[config.mk]
export PLATFORM = sky130hd
export DESIGN_NAME = apb_dtimer
export DESIGN_NICKNAME = d
export VERILOG_FILES = /design/src/rtl/dtmr_pkg.sv /design/src/rtl/dtmr_prescale.sv /design/src/rtl/dtmr_count.sv /design/src/rtl/dtmr_regs.sv /design/src/rtl/apb_dtimer.sv
export SDC_FILE = /design/constraint.sdc
export NUM_CORES = 1
export LEC_CHECK = 0
export ABC_AREA = 1
export BUFFER_PORTS_ARGS = -buffer_cell sky130_fd_sc_hd__buf_4
export CORE_ASPECT_RATIO = 0.7
export CORE_MARGIN = 1.5
export CORE_UTILIZATION = 40
export DETAILED_ROUTE_END_ITERATION = 6
export HOLD_SLACK_MARGIN = 0.15
export PLACE_DENSITY_LB_ADDON = 0.1
export REMOVE_ABC_BUFFERS = 1
export SETUP_SLACK_MARGIN = 0.05
export SYNTH_ARGS = -nofsm -noshare
export SYNTH_HDL_FRONTEND = slang
export SYNTH_SLANG_ARGS = --single-unit
export TNS_END_PERCENT = 100
[constraint.sdc]
create_clock -name pclk -period 2.3 [get_ports pclk]
set_clock_uncertainty 0.15 [all_clocks]
set_input_delay 0.46 -clock pclk [delete_from_list [all_inputs] [get_ports pclk]]
set_output_delay 0.46 -clock pclk [all_outputs]
set_load 0.01 [all_outputs]
[src/rtl/dtmr_pkg.sv]
package dtmr_pkg;

  localparam int DATA_W     = 32;
  localparam int WORD_IDX_W = 3;
  localparam int PSC_CODE_W = 4;
  localparam int PSC_MAX    = 10;
  localparam int PSC_CNT_W  = PSC_MAX;

  localparam logic [WORD_IDX_W-1:0] WIDX_START = 3'd0;
  localparam logic [WORD_IDX_W-1:0] WIDX_COUNT = 3'd1;
  localparam logic [WORD_IDX_W-1:0] WIDX_CTRL  = 3'd2;
  localparam logic [WORD_IDX_W-1:0] WIDX_PSC   = 3'd3;
  localparam logic [WORD_IDX_W-1:0] WIDX_STAT  = 3'd4;

  typedef struct packed {
    logic oneshot;
    logic irq_en;
    logic run;
  } ctrl_t;

  function automatic int psc_clamp(input logic [PSC_CODE_W-1:0] code);
    return (int'(code) > PSC_MAX) ? PSC_MAX : int'(code);
  endfunction

  function automatic logic [PSC_CNT_W-1:0] psc_mask(input logic [PSC_CODE_W-1:0] code);
    int sh;
    sh = psc_clamp(code);
    return PSC_CNT_W'((1 << sh) - 1);
  endfunction

endpackage

[src/rtl/dtmr_prescale.sv]
module dtmr_prescale
  import dtmr_pkg::*;
(
  input  logic                  clk,
  input  logic                  rst_n,
  input  logic                  run,
  input  logic                  restart,
  input  logic [PSC_CODE_W-1:0] code,
  output logic                  tick
);

  logic [PSC_CNT_W-1:0] div_q;
  logic [PSC_CNT_W-1:0] mask;

  assign mask = psc_mask(code);
  assign tick = run && ((div_q & mask) == mask);

  always_ff @(posedge clk or negedge rst_n) begin
    if (!rst_n) begin
      div_q <= '0;
    end else if (restart || !run) begin
      div_q <= '0;
    end else begin
      div_q <= div_q + 1'b1;
    end
  end

endmodule

[src/rtl/dtmr_count.sv]
module dtmr_count #(
  parameter int CW = 32
) (
  input  logic          clk,
  input  logic          rst_n,
  input  logic          tick,
  input  logic          load_wr,
  input  logic [CW-1:0] load_val,
  input  logic [CW-1:0] reload_val,
  input  logic          oneshot,
  output logic [CW-1:0] cnt,
  output logic          zero_hit
);

  localparam logic [CW-1:0] ONE = {{(CW-1){1'b0}}, 1'b1};

  logic [CW-1:0] cnt_q;
  logic [CW-1:0] cnt_d;
  logic          at_zero;

  assign at_zero  = (cnt_q == '0);
  assign zero_hit = tick && !load_wr && (cnt_q == ONE);
  assign cnt      = cnt_q;

  always_comb begin
    cnt_d = cnt_q;
    if (load_wr) begin
      cnt_d = load_val;
    end else if (tick) begin
      if (!at_zero) begin
        cnt_d = cnt_q - ONE;
      end else if (!oneshot) begin
        cnt_d = reload_val;
      end
    end
  end

  always_ff @(posedge clk or negedge rst_n) begin
    if (!rst_n) begin
      cnt_q <= '0;
    end else begin
      cnt_q <= cnt_d;
    end
  end

endmodule

[src/rtl/dtmr_regs.sv]
module dtmr_regs
  import dtmr_pkg::*;
#(
  parameter int CW     = 32,
  parameter int ADDR_W = 12
) (
  input  logic                  clk,
  input  logic                  rst_n,
  input  logic                  psel,
  input  logic                  penable,
  input  logic                  pwrite,
  input  logic [ADDR_W-1:0]     paddr,
  input  logic [DATA_W-1:0]     pwdata,
  input  logic [CW-1:0]         cnt,
  input  logic                  zero_hit,
  output logic [DATA_W-1:0]     prdata,
  output logic                  load_wr,
  output logic [CW-1:0]         load_q,
  output ctrl_t                 ctrl_q,
  output logic [PSC_CODE_W-1:0] psc_q,
  output logic                  status_q,
  output logic                  clr_wr
);

  logic                  hit;
  logic [WORD_IDX_W-1:0] widx;
  logic                  wr_acc;
  logic                  ctrl_wr;
  logic                  psc_wr;
  logic                  stat_wr;

  assign hit    = (paddr[ADDR_W-1:5] == '0) && (paddr[1:0] == 2'b00);
  assign widx   = paddr[4:2];
  assign wr_acc = psel && penable && pwrite && hit;

  assign load_wr = wr_acc && (widx == WIDX_START);
  assign ctrl_wr = wr_acc && (widx == WIDX_CTRL);
  assign psc_wr  = wr_acc && (widx == WIDX_PSC);
  assign stat_wr = wr_acc && (widx == WIDX_STAT);
  assign clr_wr  = stat_wr && pwdata[0];

  always_ff @(posedge clk or negedge rst_n) begin
    if (!rst_n) begin
      load_q <= '0;
      ctrl_q <= '0;
      psc_q  <= '0;
    end else begin
      if (load_wr) load_q <= pwdata[CW-1:0];
      if (ctrl_wr) ctrl_q <= ctrl_t'(pwdata[2:0]);
      if (psc_wr)  psc_q  <= pwdata[PSC_CODE_W-1:0];
    end
  end

  always_ff @(posedge clk or negedge rst_n) begin
    if (!rst_n) begin
      status_q <= 1'b0;
    end else if (zero_hit) begin
      status_q <= 1'b1;
    end else if (clr_wr) begin
      status_q <= 1'b0;
    end
  end

  always_comb begin
    prdata = '0;
    if (psel && !pwrite && hit) begin
      case (widx)
        WIDX_START: prdata = DATA_W'(load_q);
        WIDX_COUNT: prdata = DATA_W'(cnt);
        WIDX_CTRL:  prdata = DATA_W'(ctrl_q);
        WIDX_PSC:   prdata = DATA_W'(psc_q);
        WIDX_STAT:  prdata = DATA_W'(status_q);
        default:    prdata = '0;
      endcase
    end
  end

endmodule

[src/rtl/apb_dtimer.sv]
module apb_dtimer
  import dtmr_pkg::*;
#(
  parameter int WIDE32       = 1,
  parameter int IRQ_ACT_HIGH = 1,
  parameter int ADDR_W       = 12
) (
  input  logic              pclk,
  input  logic              presetn,
  input  logic              psel,
  input  logic              penable,
  input  logic              pwrite,
  input  logic [ADDR_W-1:0] paddr,
  input  logic [31:0]       pwdata,
  output logic [31:0]       prdata,
  output logic              pready,
  output logic              pslverr,
  output logic              tmr_irq
);

  localparam int CNT_W = (WIDE32 != 0) ? 32 : 16;

  logic                  load_wr;
  logic [CNT_W-1:0]      load_q;
  logic [CNT_W-1:0]      cnt_q;
  ctrl_t                 ctrl_q;
  logic [PSC_CODE_W-1:0] psc_q;
  logic                  status_q;
  logic                  clr_wr;
  logic                  tick;
  logic                  zero_hit;
  logic                  run_en;
  logic                  oneshot_mode;
  logic                  irq_act;

  assign run_en       = ctrl_q.run;
  assign oneshot_mode = ctrl_q.oneshot;
  assign irq_act      = status_q && ctrl_q.irq_en;

  assign pready  = 1'b1;
  assign pslverr = 1'b0;

  dtmr_regs #(.CW(CNT_W), .ADDR_W(ADDR_W)) u_regs (
    .clk      (pclk),
    .rst_n    (presetn),
    .psel     (psel),
    .penable  (penable),
    .pwrite   (pwrite),
    .paddr    (paddr),
    .pwdata   (pwdata),
    .cnt      (cnt_q),
    .zero_hit (zero_hit),
    .prdata   (prdata),
    .load_wr  (load_wr),
    .load_q   (load_q),
    .ctrl_q   (ctrl_q),
    .psc_q    (psc_q),
    .status_q (status_q),
    .clr_wr   (clr_wr)
  );

  dtmr_prescale u_psc (
    .clk     (pclk),
    .rst_n   (presetn),
    .run     (run_en),
    .restart (load_wr),
    .code    (psc_q),
    .tick    (tick)
  );

  dtmr_count #(.CW(CNT_W)) u_cnt (
    .clk        (pclk),
    .rst_n      (presetn),
    .tick       (tick),
    .load_wr    (load_wr),
    .load_val   (pwdata[CNT_W-1:0]),
    .reload_val (load_q),
    .oneshot    (oneshot_mode),
    .cnt        (cnt_q),
    .zero_hit   (zero_hit)
  );

  generate
    if (IRQ_ACT_HIGH != 0) begin : g_irq_hi
      assign tmr_irq = irq_act;
    end else begin : g_irq_lo
      assign tmr_irq = !irq_act;
    end
  endgenerate

endmodule

==> summary.txt, run 1 <==
Run status
  • Outcome: finished, violations left
  • Violated checks: negative setup slack

STA
  • Final hold slack: ~180 ps
  • Minimum setup slack in the final design: -64.9 ps
  • RSZ-0062 raised after global routing: yes
  • Number of hold violations in the final report: 0
  • Pins Over Slew Limit: 0
  • Share of the cycle needed by the critical path after routing: 103%
  • Minimum period implied by the final worst setup slack: ~2400 ps
  • Fin Setup TNS: -1130 ps
  • Setup violations, final: 32
  • Fmax: about 420 MHz

Yosys
  • Fraction of the mapped netlist area in adder cells: 1.13%
  • Number of synthesized flops with an enable pin: 0
  • Most frequent cells after synthesis: 387 x sky130_fd_sc_hd__nand2_1, 95 x sky130_fd_sc_hd__nor2_1, 82 x sky130_fd_sc_hd__dfrtp_1, 81 x sky130_fd_sc_hd__nand3_1, 53 x sky130_fd_sc_hd__inv_1
  • Number of different library cells in the post-synthesis netlist: 31
  • Share of synthesized flip-flops with an asynchronous set or reset: 100%
  • Average footprint of a synthesized cell: between 6 and 7 sq um
  • Xor-xnor portion of the synthesized cell area: 2.06%
  • Yosys top cell area share: a little under two fifths
  • Dominant cells by area after synthesis: sky130_fd_sc_hd__dfrtp_1 37%, sky130_fd_sc_hd__nand2_1 26%, sky130_fd_sc_hd__nand3_1 7.3%, sky130_fd_sc_hd__nor2_1 6.5%, sky130_fd_sc_hd__inv_1 3.6%
  • Most frequent cell after synthesis: sky130_fd_sc_hd__nand2_1
  • Mapped Area: 0.00552 sq mm
  • Ys flop type: sky130_fd_sc_hd__dfrtp_1
  • Gate Count Post-Synth: 870
  • Synth warn: 0
  • Compound-cell area share of the yosys netlist: under 10%
  • Share of synthesized area occupied by flip-flops and latches: a little under two fifths
  • Synth area leader: sky130_fd_sc_hd__dfrtp_1
  • Multiplexer area fraction after synthesis: 0%
  • Combinational family with the most area after synthesis: simple AND/OR/NAND/NOR gates
  • Number of synthesized register bits: between 80 and 90
  • Synth Area in Simple Gates: between 40% and 50%

Floorplanning
  • Die Outline Area: roughly 0.015 sq mm
  • Width of the chip: roughly 140 microns
  • Placeable core region: between 0.01 and 0.015 sq mm
  • Row count: 35
  • Number of top-level pins: between 80 and 90
  • Die Y-Extent: 101 microns
  • Initial standard-cell utilization of the core: about 41%

CTS
  • TritonCTS clock tree: yes
  • Buffer depth of the longest clock path: 2
  • Number of CTS-inserted buffers: 9
  • Htree depth: 3
  • Clock-pin slew on the worst setup and hold paths: approximately 70 ps
  • Worst-skew pair later-pin latency: ~350 ps
  • Clock sink count: 82
  • CTS root buf: sky130_fd_sc_hd__clkbuf_16

Layout
  • Total Nets Final: approximately 1100
  • Cell Count, Final, Fillers Out: 1200
  • FILL cells: between 1000 and 1500
  • Share of final-layout standard cells stronger than drive strength 1: between 20% and 30%
  • Diode insertion count for antenna repair: 0
  • Syn-to-layout area delta: 39.5%

Global route
  • Initial antenna violation count: 0
  • Via count of the first global-routing pass: 5513
  • Largest net degree at the start of global routing: between 40 and 50
  • Wire length of the first global-routing pass: 28.8 mm
  • Remaining Overflow, GRT: 0
  • Total Routing Usage GR: between 20% and 30%

Place
  • Dpl cells: about 1200
  • Weighted congestion reported at the end of routability-driven placement: between 0.9 and 1
  • PortBufs: between 80 and 90
  • Detailed Place HPWL: roughly 13 mm

Setup path
  • Top cell family by delay on the critical path: simple AND/OR/NAND/NOR gates
  • WP data required: 2380 ps
  • Startpoint Class: flop
  • Data arrival time of the critical path: 2450 ps
  • Type of the worst setup path: flop to flop
  • Worst Path Max Fanout: 32
  • Critical Path End Type: flop
  • R2R depth: 15
  • Cell-by-cell trace of the critical path: inv_2 -> nand2_2 -> nand2_2 -> nand3_2 -> ha_1 -> nor2_1 -> nor2_1 -> nand2_1 -> nor2_2 -> nand3_2 -> nor2_4 -> nand4_4 -> buf_12 -> nand3_1 -> nand2_1
  • Total stage count of the critical path: 15
  • Highest cell delay on the worst timing path: 410 ps
  • Number of buffers and inverters on the critical path: 2
  • Slowest cell on crit path: sky130_fd_sc_hd__dfrtp_1

Routing
  • Number of DRC markers in iteration 0: roughly 400
  • Vias: about 6100
  • Total DRC errors in the routed layout: 0
  • DR pass1 iterations: 5
  • Post-Route WL: roughly 18 mm
  • Via density per instance: 5.06
  • Average wire per cell in the routed design: roughly 15 microns
  • Remaining antenna violation count after routing: 0

Pwr
  • Final Total Pwr: about 0.0035 W
  • Cell Pwr Density: about 450 mW/mm^2
  • VDD IR-drop max: between 0.0003 and 0.0004 V
  • Leakage power summed over all cells: between 4 and 5 nW

Run
  • Max-Cap Viols: 0

Min path
  • Number of cells on the worst hold path: 3
  • Path category of the worst min-delay check: input pin to flop
==> cell type report <==
cell class	instances	area (sq um)	area share [%]
multi-input cells	697	3390	44.0
flip-flops and latches	82	2050	26.7
repair buffers	162	1500	19.5
clock buffers	12	256	3.33
well taps	185	231	3.01
inverters	58	218	2.83
clock inverters	4	50.0	0.651
==> metal layers <==
metal	track usage (%)	up-vias	part of all wire, %
met5	0	-	0
met1	40.7	2815	52
met3	5.82	16	7.4
li1	-	3035	-
met4	4.16	0	0.68
met2	35.5	207	40
==> worst min-delay path, delay by kind of cell <==
family          cells  cell delay, ps
compound gates      1              50
simple gates        1              40
buf+inv             1              90
==> cells by family (layout without fill, tap and decap cells) <==
logic type                 count (synthesis)  in the layout
buffers and inverters                     91            236
xor gates and xnor gates                  13             13
adders and majority gates                  5              5
DFF                                       82             82
AOI/OAI and AO/OA                         79             79
and+or+nand+nor                          598            598
other                                      2              2
==> worst paths after layout <==
| path | slack (ps) | to | from |
|---|---|---|---|
| worst max-delay path | -60 | u_cnt.cnt[13]$_DFFE_PN0P_ | u_regs.psc_q[2]$_DFFE_PN0P_ |
| worst min-delay path | 180 | u_regs.psc_q[3]$_DFFE_PN0P_ | pwdata[3] |
| worst max register to register | -60 | u_cnt.cnt[13]$_DFFE_PN0P_ | u_regs.psc_q[2]$_DFFE_PN0P_ |
| worst min register to register | 340 | u_psc.div_q[0]$_DFF_PN0_ | u_psc.div_q[0]$_DFF_PN0_ |
| max in group asynchronous | 1020 | u_regs.load_q[24]$_DFFE_PN0P_ | presetn |
| min in group asynchronous | 360 | u_psc.div_q[0]$_DFF_PN0_ | presetn |
==> per-stage QoR <==
stage,cell area [sq um],setup WS [ps],utilization [%]
3_3_place_gp,6820,-139,51.2
4_1_cts,7450,-32.3,55.9
6_report,7690,-64.9,57.8
2_1_floorplan,5320,-1290,-
5_1_grt,7690,-239,57.8
3_5_place_dp,6820,-141,51.2
==> placed cells by master (no fill, tap or decap), types with 5 or more instances in the layout <==
cell / netlist / final
sky130_fd_sc_hd__nand2_1: 387 / 382
sky130_fd_sc_hd__buf_4: 9 / 130
sky130_fd_sc_hd__nor2_1: 95 / 87
sky130_fd_sc_hd__dfrtp_1: 82 / 80
sky130_fd_sc_hd__nand3_1: 81 / 77
sky130_fd_sc_hd__inv_1: 53 / 52
sky130_fd_sc_hd__o21ai_0: 36 / 35
sky130_fd_sc_hd__a21oi_2: 0 / 23
sky130_fd_sc_hd__buf_12: 0 / 14
sky130_fd_sc_hd__buf_6: 4 / 12
sky130_fd_sc_hd__nor2_2: 4 / 11
sky130_fd_sc_hd__clkbuf_16: 0 / 11
sky130_fd_sc_hd__xor2_1: 9 / 9
sky130_fd_sc_hd__a21oi_4: 0 / 7
sky130_fd_sc_hd__inv_2: 5 / 6
sky130_fd_sc_hd__nand2_2: 3 / 6
sky130_fd_sc_hd__nand4_1: 6 / 6
sky130_fd_sc_hd__nor3b_1: 6 / 5
sky130_fd_sc_hd__a21oi_1: 35 / 5
sky130_fd_sc_hd__o21ai_1: 4 / 5
sky130_fd_sc_hd__ha_1: 5 / 5
==> state kept, by name, summed over array words and instances, names as in the netlist <==
register,flops
u_regs.load_q,32
u_psc.div_q,10
u_regs.status_q,1
u_regs.psc_q,4
u_regs.ctrl_q,3
u_cnt.cnt,32
==> timing repair <==
item                                    CTS  global route
endpoints found under the setup margin   64            65
resized for setup                        47            48
setup buffers                            11             3
pin swaps                                 8            13
cloned                                    1             3
hold buffers                              1             0
hold endpoints to repair                 56             0
==> power by group <==
part,internal (W),total (W),switching [W]
logic,0.000185,0.000419,0.000234
clock network,0.000900,0.00151,0.000609
registers,0.00151,0.00157,0.0000625
Note: power is estimated with default switching activity, not from simulation.
==> run 2, diff against run 1 <==
ABC_AREA = not set   (was 1)
CORE_ASPECT_RATIO = 1.25   (was 0.7)
GPL_ROUTABILITY_DRIVEN = 0   (was not set)
==> run 2 against run 1 <==
Compared with the run above: power decreased by 1.9%; the flow still finishes with violations (negative setup slack); die area is 4.9% lower; via count shrank 4.6%; critical path depth fell by 5; clock power rose by 17%; global-route usage grew 2.4 points; sequential share of layout area shrank 2.4 points; combinational power down 46%; setup slack worse by 240 ps; largest power group is now clock.
==> summary.txt, run 2 <==
CTS
  • Buffer depth of the longest clock path: 2 (unchanged)
  • CTS root buf: sky130_fd_sc_hd__clkbuf_16
  • Worst-skew pair later-pin latency: 340 ps (about the same)
  • TritonCTS clock tree: yes
  • Number of CTS-inserted buffers: 9 (unchanged)
  • Clock-pin slew on the worst setup and hold paths: 60 ps (about the same)
  • Htree depth: 3 (unchanged)
  • Clock sink count: 82 (unchanged)

Run status
  • Violated checks: negative setup slack
  • Outcome: finished, violations left

Routing
  • Max Used Layer: met4
  • Met1 wire length: 7.63 mm (-20%)
  • DR WL met2: 10.1 mm (+40%)
  • Post-Route WL: 19.2 mm (+4.7%)
  • Average wire per cell in the routed design: 19.0 microns (+24%)
  • Remaining antenna violation count after routing: 0 (unchanged)
  • Via density per instance: 5.73 (+13%)
  • Number of DRC markers in iteration 0: 304 (-23%)
  • DR pass1 iterations: 6 (+1)
  • Total DRC errors in the routed layout: 0 (unchanged)
  • Met3 wire len: 852 microns (-37%)
  • Vias: 5795 (-4.6%)

Layout
  • Top library cells by usage in the layout, fill and taps aside: 164 x sky130_fd_sc_hd__buf_4, 114 x sky130_fd_sc_hd__nand2_1, 82 x sky130_fd_sc_hd__dfrtp_1
  • Share of final-layout standard cells stronger than drive strength 1: 41.5% (+17 points)
  • Final std cell area, no fill: 0.00843 sq mm (+9.5%)
  • Syn-to-layout area delta: 60.8%
  • Total Nets Final: 893 (-16%)
  • Leading cell type in the layout, fill and taps excluded: sky130_fd_sc_hd__buf_4
  • Diode insertion count for antenna repair: 0 (unchanged)

Place
  • Detailed Place HPWL: 12.8 mm (about the same)
  • PortBufs: 81 (unchanged)
  • Instance area after placement: 0.00696 sq mm (+2.1%)

Floorplanning
  • Row count: 46 (+31%)
  • Initial standard-cell utilization of the core: 41.2% (-0.24 points)
  • Width of the chip: 105 microns (-27%)
  • Number of top-level pins: 84 (unchanged)
  • Placeable core region: 0.0127 sq mm (-4.5%)
  • Die Outline Area: 0.0138 sq mm (-4.9%)
  • Die Y-Extent: 131 microns (+29%)

Yosys
  • Most frequent cells after synthesis: 119 x sky130_fd_sc_hd__nand2_1, 82 x sky130_fd_sc_hd__dfrtp_1, 79 x sky130_fd_sc_hd__nor2_1, 34 x sky130_fd_sc_hd__a22oi_1, 23 x sky130_fd_sc_hd__nand3_1
  • Gate Count Post-Synth: 635 (-27%)
  • Number of different library cells in the post-synthesis netlist: 61 (+97%)
  • Yosys top cell area share: 39.2% (+2.0 points)
  • Dominant cells by area after synthesis: sky130_fd_sc_hd__dfrtp_1 39%, sky130_fd_sc_hd__nand2_1 8.5%, sky130_fd_sc_hd__nor2_1 5.7%, sky130_fd_sc_hd__a22oi_1 4.9%, sky130_fd_sc_hd__nand3_1 2.2%
  • Mapped Area: 0.00524 sq mm (-5.0%)
  • Synth area leader: sky130_fd_sc_hd__dfrtp_1
  • Average footprint of a synthesized cell: 8.25 sq um (+30%)
  • Number of synthesized flops with an enable pin: 0 (unchanged)
  • Share of synthesized area occupied by flip-flops and latches: 39.2% (+2.0 points)
  • Synth warn: 0 (unchanged)
  • Number of synthesized register bits: 82 (unchanged)
  • Share of synthesized flip-flops with an asynchronous set or reset: 100% (unchanged)
  • Most frequent cell after synthesis: sky130_fd_sc_hd__nand2_1
  • Ys flop type: sky130_fd_sc_hd__dfrtp_1

STA
  • Pins Over Slew Limit: 0 (unchanged)
  • Max_slew headroom: around three fifths
  • Number of hold violations in the final report: 0 (unchanged)
  • Minimum period implied by the final worst setup slack: 2600 ps (+236 ps)
  • RSZ-0062 raised after global routing: yes
  • Fin Setup TNS: -15560 ps (-14430 ps)
  • Fmax: 385 MHz (-9.1%)
  • Share of the cycle needed by the critical path after routing: 113% (+10 points)
  • Setup violations, final: 64 (+100%)
  • Minimum setup slack in the final design: -301 ps (-236 ps)
  • Worst Tran Pin Value: around 600 ps

Setup path
  • Critical Path End Type: flop
  • Data arrival time of the critical path: 2730 ps (+280 ps)
  • Worst Path Max Fanout: 14 (-56%)
  • Startpoint Class: flop
  • Type of the worst setup path: flop to flop
  • R2R depth: 10 (-5)
  • WP data required: 2430 ps (+50 ps)

Pwr
  • Final Total Pwr: 0.00343 W (-1.9%)
  • Leakage power summed over all cells: 3.76 nW (-12%)
  • Cell Pwr Density: 407 mW/mm^2 (-10%)
  • VDD IR-drop max: 0.000277 V (-20%)

Min path
  • Number of cells on the worst hold path: 3 (unchanged)
  • Path category of the worst min-delay check: input pin to flop

Global route
  • Initial antenna violation count: 0 (unchanged)
  • Total Routing Usage GR: 28.1% (+2.4 points)
  • Wire length of the first global-routing pass: 30.2 mm (+4.8%)
  • Remaining Overflow, GRT: 0 (unchanged)
  • Via count of the first global-routing pass: 5876 (+6.6%)
  • Largest net degree at the start of global routing: 43 (unchanged)

Run
  • Max-Cap Viols: 0 (unchanged)
[run 2: cell types whose count changed in the layout (fill, tap and decap cells not counted), sizes merged, moves of 9 or more]
| cell | change |
|---|---|
| a21oi | -20 |
| a22oi | +34 |
| a31oi | +9 |
| buf | +73 |
| inv | -45 |
| nand2 | -271 |
| nand3 | -58 |
| nor2 | -19 |
| nor3 | +17 |
| nor4 | +14 |
| o21ai | -19 |
| o31ai | +10 |
[run 2: layer usage]
layer / GRT usage, % / vias up
met5: 0 / -
met4: 10.5 / 0
met1: 33.7 / 2844
li1: - / 2709
met2: 51.4 / 194
met3: 3.62 / 48
[run 2: cell type report]
cell class                      instances  area, sq um
Tap cell                              168          210
Clock inverter                          5          128
Multi-Input combinational cell        496         3470
Fill cell                            1014         4290
Inverter                               13         48.8
Timing Repair Buffer                  237         2290
Clock buffer                           10          229
Sequential cell                        82         2050
[run 2: final timing paths]
kind,startpoint,to,slack (ps)
setup / recovery,u_regs.psc_q[2]$_DFFE_PN0P_,u_cnt.cnt[4]$_DFFE_PN0P_,-300
hold / removal,pwdata[14],u_regs.load_q[14]$_DFFE_PN0P_,180
setup reg to reg,u_regs.psc_q[2]$_DFFE_PN0P_,u_cnt.cnt[4]$_DFFE_PN0P_,-300
hold reg to reg,u_regs.load_q[15]$_DFFE_PN0P_,u_regs.load_q[15]$_DFFE_PN0P_,350
max in group asynchronous,presetn,u_psc.div_q[4]$_DFF_PN0_,840
min in group asynchronous,presetn,u_regs.ctrl_q[1]$_DFFE_PN0P_,520
[run 2: timing repair]
action | in CTS | in global routing
hold buffers | 1 | 0
endpoints found under the setup margin | 78 | 97
endpoints found under the hold margin | 40 | 0
buffers inserted | 6 | 11
resized for setup | 144 | 43
cloned | 5 | 2
pin swaps | 43 | 11
[run 2: critical path: stages, from the launching register on]
cell and delay, ps:
sky130_fd_sc_hd__dfrtp_1 400, sky130_fd_sc_hd__nor2_4 160, sky130_fd_sc_hd__nand3_2 110, sky130_fd_sc_hd__ha_4 190, sky130_fd_sc_hd__nand2b_1 100, sky130_fd_sc_hd__a21oi_2 40
sky130_fd_sc_hd__a2111o_1 390, sky130_fd_sc_hd__or3_4 430, sky130_fd_sc_hd__buf_8 170, sky130_fd_sc_hd__a22oi_1 190, sky130_fd_sc_hd__o221a_2 210
[run 2: cell families (layout without fill, tap and decap cells)]
group | Yosys count | after routing | synth area share [%]
AND/OR/NAND/NOR | 308 | 308 | 27.7
AO/OA/AOI/OAI | 148 | 148 | 20.2
flip-flops | 82 | 82 | 39.2
buffers and inverters | 57 | 265 | 4.97
multiplexers | 17 | 17 | 3.92
XOR/XNOR | 16 | 16 | 2.67
adder cells (fa/ha/maj) | 5 | 5 | 1.19
other | 2 | 2 | 0.143
[run 2: power breakdown]
part           internal, W  switching [W]  leakage (nW)  total, W
combinational     0.000103       0.000122          2.54  0.000225
clock              0.00117       0.000590         0.169   0.00176
sequential         0.00145     0.00000379          1.05   0.00145
[run 2: per-stage QoR]
| step | worst slack, ps | std cells | hold slack (ps) | utilization (%) |
|---|---|---|---|---|
| finish | -301 | 1011 | 178 | 66.3 |
| global route | -394 | 1011 | 185 | 66.3 |
| CTS | -247 | 999 | 169 | 63.6 |
| detailed placement | -427 | 972 | 330 | 54.7 |
| global placement | -394 | 972 | 325 | 54.7 |
| floorplan | -2510 | 591 | 14.4 | - |
==> run 3, diff against run 2 <==
CORE_UTILIZATION = 35   (was 40)
==> run 3 against run 2 <==
Compared with the run above: the flow finishes with violations (design-rule violations, negative setup slack); worst hold slack lost 14 ps; global-route usage shrank 3.4 points; setup slack gained 7.2 ps; non-clock buffer count shrank 9; count of clock-buffer cells in the layout is the same; die area grew 14%; final cell count grew 0.20%; first-iteration DRC count grew 45%; critical path depth is the same; design area shrank 4.1%.
==> summary.txt, run 3 (synthesis results as in run 2) <==
Run status
  • Outcome: finished, violations left
  • Violated checks: design-rule violations, negative setup slack

Routing
  • Post-Route WL: 19.1 mm (-0.27%)
  • Vias: 5643 (-2.6%)
  • Remaining antenna violation count after routing: 0 (unchanged)
  • Via density per instance: 5.57 (-2.8%)
  • Number of DRC markers in iteration 0: 442 (+45%)
  • Total DRC errors in the routed layout: 2 (+2)
  • DR pass1 iterations: 7 (+1)
  • Average wire per cell in the routed design: 18.9 microns (-0.46%)

Layout
  • Final std cell area, no fill: 0.00808 sq mm (-4.1%)
  • Total Nets Final: 884 (-1.0%)
  • Syn-to-layout area delta: 54.2%
  • Leading cell type in the layout, fill and taps excluded: sky130_fd_sc_hd__buf_4
  • Share of final-layout standard cells stronger than drive strength 1: 42.2% (+0.64 points)
  • Diode insertion count for antenna repair: 0 (unchanged)
  • Top library cells by usage in the layout, fill and taps aside: 177 x sky130_fd_sc_hd__buf_4, 114 x sky130_fd_sc_hd__nand2_1, 82 x sky130_fd_sc_hd__dfrtp_1

Run
  • Max-Cap Viols: 0 (unchanged)

Global route
  • Initial antenna violation count: 0 (unchanged)
  • Largest net degree at the start of global routing: 39 (-9.3%)
  • Wire length of the first global-routing pass: 30.4 mm (+0.50%)
  • Remaining Overflow, GRT: 0 (unchanged)
  • Total Routing Usage GR: 24.7% (-3.4 points)
  • Via count of the first global-routing pass: 5751 (-2.1%)

STA
  • Final hold slack: 164 ps (-13.9 ps)
  • Share of the cycle needed by the critical path after routing: 113% (-0.31 points)
  • Fin Setup TNS: -14790 ps (+763 ps)
  • Max_slew headroom: 57.3% (-2.2 points)
  • Pins Over Slew Limit: 0 (unchanged)
  • RSZ-0062 raised after global routing: yes
  • Worst Tran Pin Value: 637 ps (+32.7 ps)
  • Minimum period implied by the final worst setup slack: 2590 ps (-7.21 ps)
  • Setup violations, final: 64 (unchanged)
  • Minimum setup slack in the final design: -294 ps (+7.21 ps)
  • Fmax: 386 MHz (+0.28%)
  • Number of hold violations in the final report: 0 (unchanged)

CTS
  • CTS root buf: sky130_fd_sc_hd__clkbuf_16
  • Htree depth: 3 (unchanged)
  • Worst-skew pair later-pin latency: 350 ps (about the same)
  • TritonCTS clock tree: yes
  • Clock-pin slew on the worst setup and hold paths: 70 ps (about the same)
  • Buffer depth of the longest clock path: 2 (unchanged)
  • Number of CTS-inserted buffers: 9 (unchanged)
  • Clock sink count: 82 (unchanged)

Setup path
  • Critical Path End Type: flop
  • WP data required: 2420 ps (about the same)
  • Startpoint Class: flop
  • Slowest cell on crit path: sky130_fd_sc_hd__or3_4
  • Type of the worst setup path: flop to flop
  • Cell-by-cell trace of the critical path: nor2_4 -> nand3_2 -> ha_4 -> nor2b_1 -> o21ai_1 -> o2111ai_2 -> or3_4 -> buf_6 -> a211o_1 -> a21oi_2
  • Number of buffers and inverters on the critical path: 1 (unchanged)
  • Worst Path Max Fanout: 9 (-5)
  • Highest cell delay on the worst timing path: 460 ps (+30 ps)
  • Data arrival time of the critical path: 2720 ps (about the same)
  • Top cell family by delay on the critical path: simple AND/OR/NAND/NOR gates

Pwr
  • VDD IR-drop max: 0.000242 V (-12%)
  • Cell Pwr Density: 393 mW/mm^2 (-3.5%)
  • Leakage power summed over all cells: 3.55 nW (-5.5%)
  • Final Total Pwr: 0.00318 W (-7.5%)

Floorplanning
  • Die Y-Extent: 140 microns (+6.7%)
  • Die Outline Area: 0.0157 sq mm (+14%)
  • Row count: 49 (+6.5%)
  • Placeable core region: 0.0145 sq mm (+14%)
  • Width of the chip: 112 microns (+6.7%)
  • Number of top-level pins: 84 (unchanged)
  • Initial standard-cell utilization of the core: 36.1% (-5.1 points)

Place
  • PortBufs: 81 (unchanged)
  • Instance area after placement: 0.00699 sq mm (+0.36%)
  • Detailed Place HPWL: 13.7 mm (+7.0%)

Min path
  • Path category of the worst min-delay check: input pin to flop
-- run 3: cell count changes in the layout (fill, tap and decap cells not counted), sizes merged --
cell	previous run	this run
buf	232	223
bufinv	4	1
clkbuf	12	14
clkinv	0	2
clkinvlp	1	3
bufbuf	1	0
clkdlybuf4s15	1	0
-- run 3: worst min-delay path: stages --
cell and delay [ps]:
sky130_fd_sc_hd__buf_4 80, sky130_fd_sc_hd__nand2_1 40, sky130_fd_sc_hd__nand2_1 50
-- run 3: per-layer routing --
metal	up-vias	wire length, microns	GRT usage [%]
met1	2796	7910	30.2
met2	131	10100	43.9
li1	2681	-	-
met3	35	600	2.66
met5	-	0	0
met4	0	555	10.4
-- run 3: final timing paths --
| kind | cells past startpoint | from | endpoint | slack [ps] |
|---|---|---|---|---|
| max reg2reg | 10 | u_regs.psc_q[2]$_DFFE_PN0P_ | u_cnt.cnt[27]$_DFFE_PN0P_ | -290 |
| max | 10 | u_regs.psc_q[2]$_DFFE_PN0P_ | u_cnt.cnt[27]$_DFFE_PN0P_ | -290 |
| min in group asynchronous | 2 | presetn | u_regs.ctrl_q[1]$_DFFE_PN0P_ | 430 |
| max in group asynchronous | 3 | presetn | u_cnt.cnt[12]$_DFFE_PN0P_ | 940 |
| min reg2reg | 2 | u_regs.load_q[13]$_DFFE_PN0P_ | u_regs.load_q[13]$_DFFE_PN0P_ | 340 |
| min | 3 | pwdata[13] | u_regs.load_q[13]$_DFFE_PN0P_ | 160 |
-- run 3: power by group --
part / internal, W / switching [W] / total (W)
combinational: 0.000105 / 0.000118 / 0.000223
sequential: 0.00145 / 0.00000401 / 0.00145
clock: 0.000871 / 0.000631 / 0.00150
total: 0.00242 / 0.000753 / 0.00318
-- run 3: layout make-up --
| class | instances | area, sq um |
|---|---|---|
| clock buffer | 10 | 239 |
| multi-input combinational | 496 | 3390 |
| inverter | 13 | 48.8 |
| sequential | 82 | 2050 |
| fill | 1355 | 6450 |
| clock inverter | 6 | 66.3 |
| tap | 178 | 223 |
| timing repair buffer | 228 | 2060 |
-- run 3: through the flow --
step / setup WS [ps] / util, % / std cells
finish: -294 / 55.6 / 1013
CTS: -235 / 52.8 / 1008
global route: -376 / 55.6 / 1013
detailed placement: -440 / 48.1 / 987
floorplan: -2510 / - / 591
global placement: -364 / 48.1 / 987
-- run 3: repair_timing --
item / CTS / global route
setup buffers: 2 / 3
gates cloned: 2 / 4
setup endpoints to repair: 65 / 100
pin swaps: 15 / 33
resized for setup: 80 / 83
endpoints found under the hold margin: 24 / 0
hold buffers: 1 / 0
